==> src/rtl/cas_pipe_pkg.sv <==
package cas_pipe_pkg;

  localparam int CODE_W = 3;
  localparam int LAT_W  = 4;

  typedef struct packed {
    logic             ok;
    logic [LAT_W-1:0] hc;
  } lat_dec_t;

  // Latency code to delay in clock cycles (half command cycles).
  // Code 5 is the 1.5-cycle request, realised with the 2.5-cycle stage set.
  function automatic lat_dec_t decode_code(input logic [CODE_W-1:0] code);
    lat_dec_t d;
    d.ok = 1'b1;
    case (code)
      3'd0:    d.hc = LAT_W'(4);
      3'd1:    d.hc = LAT_W'(5);
      3'd2:    d.hc = LAT_W'(6);
      3'd3:    d.hc = LAT_W'(8);
      3'd4:    d.hc = LAT_W'(10);
      3'd5:    d.hc = LAT_W'(5);
      default: begin
        d.ok = 1'b0;
        d.hc = '0;
      end
    endcase
    return d;
  endfunction

endpackage

==> src/rtl/cas_mode_reg.sv <==
module cas_mode_reg
  import cas_pipe_pkg::*;
#(
  parameter int RST_HC = 6
) (
  input  logic              clk,
  input  logic              rst,
  input  logic              wr,
  input  logic [CODE_W-1:0] code,
  input  logic              busy,
  output logic [LAT_W-1:0]  cl_hc,
  output logic              illegal
);

  lat_dec_t dec;
  logic     take;

  always_comb begin
    dec  = decode_code(code);
    take = wr && dec.ok && !busy;
  end

  always_ff @(posedge clk) begin
    if (rst) begin
      cl_hc   <= LAT_W'(RST_HC);
      illegal <= 1'b0;
    end else begin
      illegal <= wr && !take;
      if (take) cl_hc <= dec.hc;
    end
  end

endmodule

==> src/rtl/cas_issue_gate.sv <==
module cas_issue_gate #(
  parameter int BEATS = 4,
  localparam int CW = (BEATS > 2) ? $clog2(BEATS) : 1
) (
  input  logic clk,
  input  logic rst,
  input  logic rd_cmd,
  output logic accept,
  output logic conflict
);

  logic [CW-1:0] cool_q;

  assign accept = rd_cmd && (cool_q == '0);

  always_ff @(posedge clk) begin
    if (rst) begin
      cool_q   <= '0;
      conflict <= 1'b0;
    end else begin
      conflict <= rd_cmd && (cool_q != '0);
      if (accept)              cool_q <= CW'(BEATS - 1);
      else if (cool_q != '0)   cool_q <= cool_q - 1'b1;
    end
  end

endmodule

==> src/rtl/cas_delay_line.sv <==
module cas_delay_line #(
  parameter int DEPTH = 10,
  parameter int PW    = 32,
  parameter int LAT_W = 4
) (
  input  logic             clk,
  input  logic             rst,
  input  logic             in_vld,
  input  logic [PW-1:0]    in_pay,
  input  logic [LAT_W-1:0] cl_hc,
  output logic             out_vld,
  output logic [PW-1:0]    out_pay,
  output logic             any_vld
);

  logic [LAT_W-1:0] ins_idx;
  logic [DEPTH-1:0] vbus;

  // A burst enters at stage DEPTH-L; stages ahead of it are bypassed.
  assign ins_idx = LAT_W'(DEPTH) - cl_hc;

  for (genvar i = 0; i < DEPTH; i++) begin : stg
    logic          v;
    logic [PW-1:0] p;
    logic          prv_v;
    logic [PW-1:0] prv_p;
    logic          take;

    if (i == 0) begin : g_head
      assign prv_v = 1'b0;
      assign prv_p = '0;
    end else begin : g_link
      assign prv_v = stg[i-1].v;
      assign prv_p = stg[i-1].p;
    end

    assign take = in_vld && (ins_idx == LAT_W'(i));

    always_ff @(posedge clk) begin
      if (rst) v <= 1'b0;
      else     v <= take | prv_v;
    end

    always_ff @(posedge clk) begin
      p <= take ? in_pay : prv_p;
    end

    assign vbus[i] = v;
  end

  assign out_vld = stg[DEPTH-1].v;
  assign out_pay = stg[DEPTH-1].p;
  assign any_vld = |vbus;

endmodule

==> src/rtl/cas_serializer.sv <==
module cas_serializer #(
  parameter int DATA_W = 8,
  parameter int BEATS  = 4,
  localparam int LW = (BEATS > 2) ? $clog2(BEATS) : 1,
  localparam int HW = (BEATS - 1) * DATA_W
) (
  input  logic                    clk,
  input  logic                    rst,
  input  logic                    ld,
  input  logic [BEATS*DATA_W-1:0] pay,
  output logic [DATA_W-1:0]       dq,
  output logic                    dv,
  output logic                    active
);

  logic [HW-1:0] hold_q;
  logic [LW-1:0] left_q;

  assign active = (left_q != '0);

  always_ff @(posedge clk) begin
    if (rst) begin
      dq     <= '0;
      dv     <= 1'b0;
      left_q <= '0;
      hold_q <= '0;
    end else if (ld) begin
      dq     <= pay[DATA_W-1:0];
      hold_q <= pay[BEATS*DATA_W-1:DATA_W];
      left_q <= LW'(BEATS - 1);
      dv     <= 1'b1;
    end else if (left_q != '0) begin
      dq     <= hold_q[DATA_W-1:0];
      hold_q <= hold_q >> DATA_W;
      left_q <= left_q - 1'b1;
      dv     <= 1'b1;
    end else begin
      dq <= '0;
      dv <= 1'b0;
    end
  end

endmodule

==> src/rtl/cas_read_pipe.sv <==
module cas_read_pipe
  import cas_pipe_pkg::*;
#(
  parameter int DATA_W     = 8,
  parameter int BEATS      = 4,
  parameter int LAT_MAX_HC = 10,
  parameter int RST_HC     = 6,
  localparam int PW = BEATS * DATA_W
) (
  input  logic              clk,
  input  logic              rst,
  input  logic              mrs_wr,
  input  logic [CODE_W-1:0] mrs_code,
  input  logic              rd_cmd,
  input  logic [PW-1:0]     rd_burst,
  output logic [DATA_W-1:0] dq_out,
  output logic              dq_valid,
  output logic              rd_conflict,
  output logic              mrs_illegal,
  output logic [LAT_W-1:0]  cl_hc
);

  logic          accept;
  logic          tail_vld;
  logic [PW-1:0] tail_pay;
  logic          chain_busy;
  logic          ser_active;
  logic          busy;

  assign busy = chain_busy | ser_active | dq_valid | rd_cmd;

  cas_mode_reg #(.RST_HC(RST_HC)) u_mode (
    .clk(clk), .rst(rst), .wr(mrs_wr), .code(mrs_code), .busy(busy),
    .cl_hc(cl_hc), .illegal(mrs_illegal)
  );

  cas_issue_gate #(.BEATS(BEATS)) u_gate (
    .clk(clk), .rst(rst), .rd_cmd(rd_cmd),
    .accept(accept), .conflict(rd_conflict)
  );

  cas_delay_line #(.DEPTH(LAT_MAX_HC), .PW(PW), .LAT_W(LAT_W)) u_line (
    .clk(clk), .rst(rst), .in_vld(accept), .in_pay(rd_burst), .cl_hc(cl_hc),
    .out_vld(tail_vld), .out_pay(tail_pay), .any_vld(chain_busy)
  );

  cas_serializer #(.DATA_W(DATA_W), .BEATS(BEATS)) u_ser (
    .clk(clk), .rst(rst), .ld(tail_vld), .pay(tail_pay),
    .dq(dq_out), .dv(dq_valid), .active(ser_active)
  );

endmodule

==> config.mk <==
export PLATFORM = sky130hd
export DESIGN_NAME = cas_read_pipe
export DESIGN_NICKNAME = d
export VERILOG_FILES = /design/src/rtl/cas_pipe_pkg.sv /design/src/rtl/cas_mode_reg.sv /design/src/rtl/cas_issue_gate.sv /design/src/rtl/cas_delay_line.sv /design/src/rtl/cas_serializer.sv /design/src/rtl/cas_read_pipe.sv
export SDC_FILE = /design/constraint.sdc
export NUM_CORES = 1
export LEC_CHECK = 0
export ABC_CLOCK_PERIOD_IN_PS = 2500
export BUFFER_PORTS_ARGS = -buffer_cell sky130_fd_sc_hd__buf_4
export CORE_MARGIN = 3
export CORE_UTILIZATION = 54
export CTS_CLUSTER_SIZE = 12
export DETAILED_ROUTE_END_ITERATION = 7
export PLACE_DENSITY_LB_ADDON = 0.08
export SLEW_MARGIN = 20
export SYNTH_ARGS = -nofsm -noshare
export SYNTH_HDL_FRONTEND = slang
export SYNTH_SLANG_ARGS = --single-unit
==> constraint.sdc <==
create_clock -name clk -period 2.5 [get_ports clk]
set_input_delay 0 -clock clk [delete_from_list [all_inputs] [get_ports clk]]
set_output_delay 0 -clock clk [all_outputs]
set_load 0.01 [all_outputs]
==> impl_metrics.json <==
{
  "status": "finished clean",
  "n_fill_cell": 1665,
  "place_ws_ps": 418,
  "worst_path_max_delay_cell": "dlygate4sd3_1",
  "synth_edf_count": 0,
  "gp_congestion": 0.761,
  "p_per_area_nw_per_um2": 927,
  "cp.required_ps": 2950,
  "nNetsFinal": 1075,
  "post-cts-setup-buffers": 0,
  "async_flop_share": 0,
  "synth_ff_type": "dfxtp_1",
  "synth_top_area_share": 0.606,
  "grt_antenna_before_repair": 0,
  "drc": 0,
  "combPwrFrac": 0.101,
  "ys_seq_elements": 373,
  "port_buffers": 53,
  "ys_warn_count": 0,
  "drv_cap": 0,
  "cp-start-kind": "register",
  "syn_nets": 1005,
  "internal-power_mw": 10.6,
  "criticalPathCategory": "reg -> reg",
  "arrival_ps": 2810,
  "first_pass_iters": 4,
  "endpoint_kind": "register",
  "final_antenna_net_count": 0,
  "syn_inst": 964,
  "crit_chain": "inv_1, ha_1, or2b_1, a211o_1, or4_1, dlygate4sd3_1, nand3b_1",
  "clock_latency_ps": 500,
  "path_clk_slew_ps": 60,
  "rsz0062_at_grt": "no",
  "seqPwrFrac": 0.502,
  "path_buf_inv": 2,
  "core_region_area_um2": 22200,
  "switchingPower_mw": 2.87,
  "grt_overflow": 0,
  "cts_resized": 0,
  "wire_per_inst_um": 16.7,
  "drt-initial-drc-count": 282,
  "tns_ps": 0,
  "syn_area_um2": 12300,
  "grt_max_degree": 59,
  "crit_family": "simple AND/OR/NAND/NOR gates",
  "tightest_slew_ps": 593,
  "grt_pass1_vias": 7135,
  "yosys.area.top_type": "dfxtp_1",
  "track_usage": 0.186,
  "avgViaCountPerCell": 5.17,
  "fmax_mhz": 422,
  "synth_seq_area_share": 0.606,
  "min_period_over_period": 0.947,
  "rows": 54,
  "cts.sinks": 373,
  "cts_buffer_depth": 3,
  "hold_class": "in -> reg",
  "cts_tree": "yes",
  "switching_share": 0.214,
  "multi_input_area_um2": 4510,
  "synthTopCellsByArea": "dfxtp_1 (61%), mux2_2 (26%), nor2_1 (2.3%)",
  "finClkSkew_ps": 16.2,
  "die_area_um2": 24700,
  "die_w_um": 157,
  "setup_viol": 0,
  "cp_max_fo": 5,
  "slew_viol_final": 0,
  "initial_core_util": 0.556,
  "min_period_ps": 2370,
  "vias": 6888,
  "die_h_um": 157,
  "diodes": 0,
  "avgSynthCellArea_um2": 12.8,
  "power_frac_clock": 0.397,
  "fin_ws_ps": 133,
  "cts_hold_buf": 39,
  "utilization": 0.654,
  "area_growth_pct": 17.5,
  "max_stage_delay_ps": 570,
  "h-tree-depth": 2,
  "peakVddDrop_mv": 0.627,
  "io_pins": 54,
  "hold_violations": 0,
  "slew-limit-headroom": 0.605,
  "ff_latch_area_um2": 7470,
  "grt_pass1_wl_um": 36600,
  "p_leak_nw": 6.27,
  "ys_types": 37,
  "routed_wl_um": 22300,
  "place_hpwl_um": 13500,
  "synthTopCellsByCount": "dfxtp_1 (373), mux2_2 (288), nor2_1 (75), buf_1 (34), and2_1 (32)",
  "yosysMostFrequentCell": "dfxtp_1",
  "drive_gt1_frac": 0.398,
  "cts.root.buffer_cell": "clkbuf_16",
  "cts_made_buffers": 39,
  "p_total_mw": 13.4
}
[flip-flops by register name, summed over array words and instances, names as in the netlist, 2 cells and up]
signal          cells
u_gate.cool_q       2
u_line.out_pay     32
u_line.stg.p      288
u_line.stg.v        9
u_mode.cl_hc        4
u_ser.dq            8
u_ser.hold_q       24
u_ser.left_q        2
[layout by cell type, fill, tap and decap left out, types with 3 or more instances in the layout]
master	n
dfxtp_1	372
mux2_2	288
nor2_1	73
buf_4	69
clkbuf_16	39
dlygate4sd3_1	39
and2_1	32
a21oi_1	29
mux2i_1	25
nand2_1	13
clkbuf_1	10
inv_1	8
clkbuf_8	7
nand2b_1	5
or4_1	3
o21ai_0	3
[routing by layer]
metal	part of all wire	track usage
met1	0.48	0.255
met2	0.46	0.306
met3	0.038	0.0324
met4	0.023	0.0529
met5	0	0
[power by group through the flow]
stage	sequential [mW]	clock [mW]	combinational, mW
after detailed placement	6.88	0	1.30
after global placement	6.85	0	1.24
final	6.75	5.33	1.36
after floorplan	6.81	0	1.02
after global routing	6.80	5.73	1.49
after CTS	6.75	5.47	1.37
[logic make-up after synthesis]
family,count (synthesis),share of synthesized area
flip-flops,373,0.606
multiplexers,313,0.283
AND/OR/NAND/NOR,147,0.0595
AO/OA/AOI/OAI,38,0.0166
XOR/XNOR,2,0.00142
buffers and inverters,89,0.0316
adder cells (fa/ha/maj),2,0.00203
[worst reg2reg max path: cells and delay by family (launching register included)]
family | cells | cell delay [ps]
AOI/OAI and AO/OA | 1 | 340
and+or+nand+nor | 3 | 860
adders and majority gates | 1 | 170
buffers and inverters | 2 | 630
DFF | 1 | 320
[through the flow]
step,hold slack [ps],cell area (um2),std cells
finish,308,14500,1333
global route,318,14500,1333
CTS,298,14500,1333
detailed placement,281,12900,1234
global placement,274,12900,1234
floorplan,164,12300,964
[path summary, 6_finish.rpt]
path	slack, ps	cells past startpoint	startpoint	end
worst max-delay path	130	7	u_ser.left_q[0]	u_mode.cl_hc[1]
worst min-delay path	310	3	rd_burst[27]	u_line.stg[0].p[27]
worst max register to register	130	7	u_ser.left_q[0]	u_mode.cl_hc[1]
worst min register to register	450	1	u_line.stg[8].p[27]	u_line.out_pay[27]
[area by class of cell]
cell class                      count  share of cell area
Clock buffer                       56              0.0766
Clock inverter                      4             0.00509
Inverter                            8             0.00207
Multi-Input combinational cell    502               0.311
Sequential cell                   373               0.515
Tap cell                          280              0.0242
Timing Repair Buffer              110              0.0655
(Power assumes the default switching activity.)
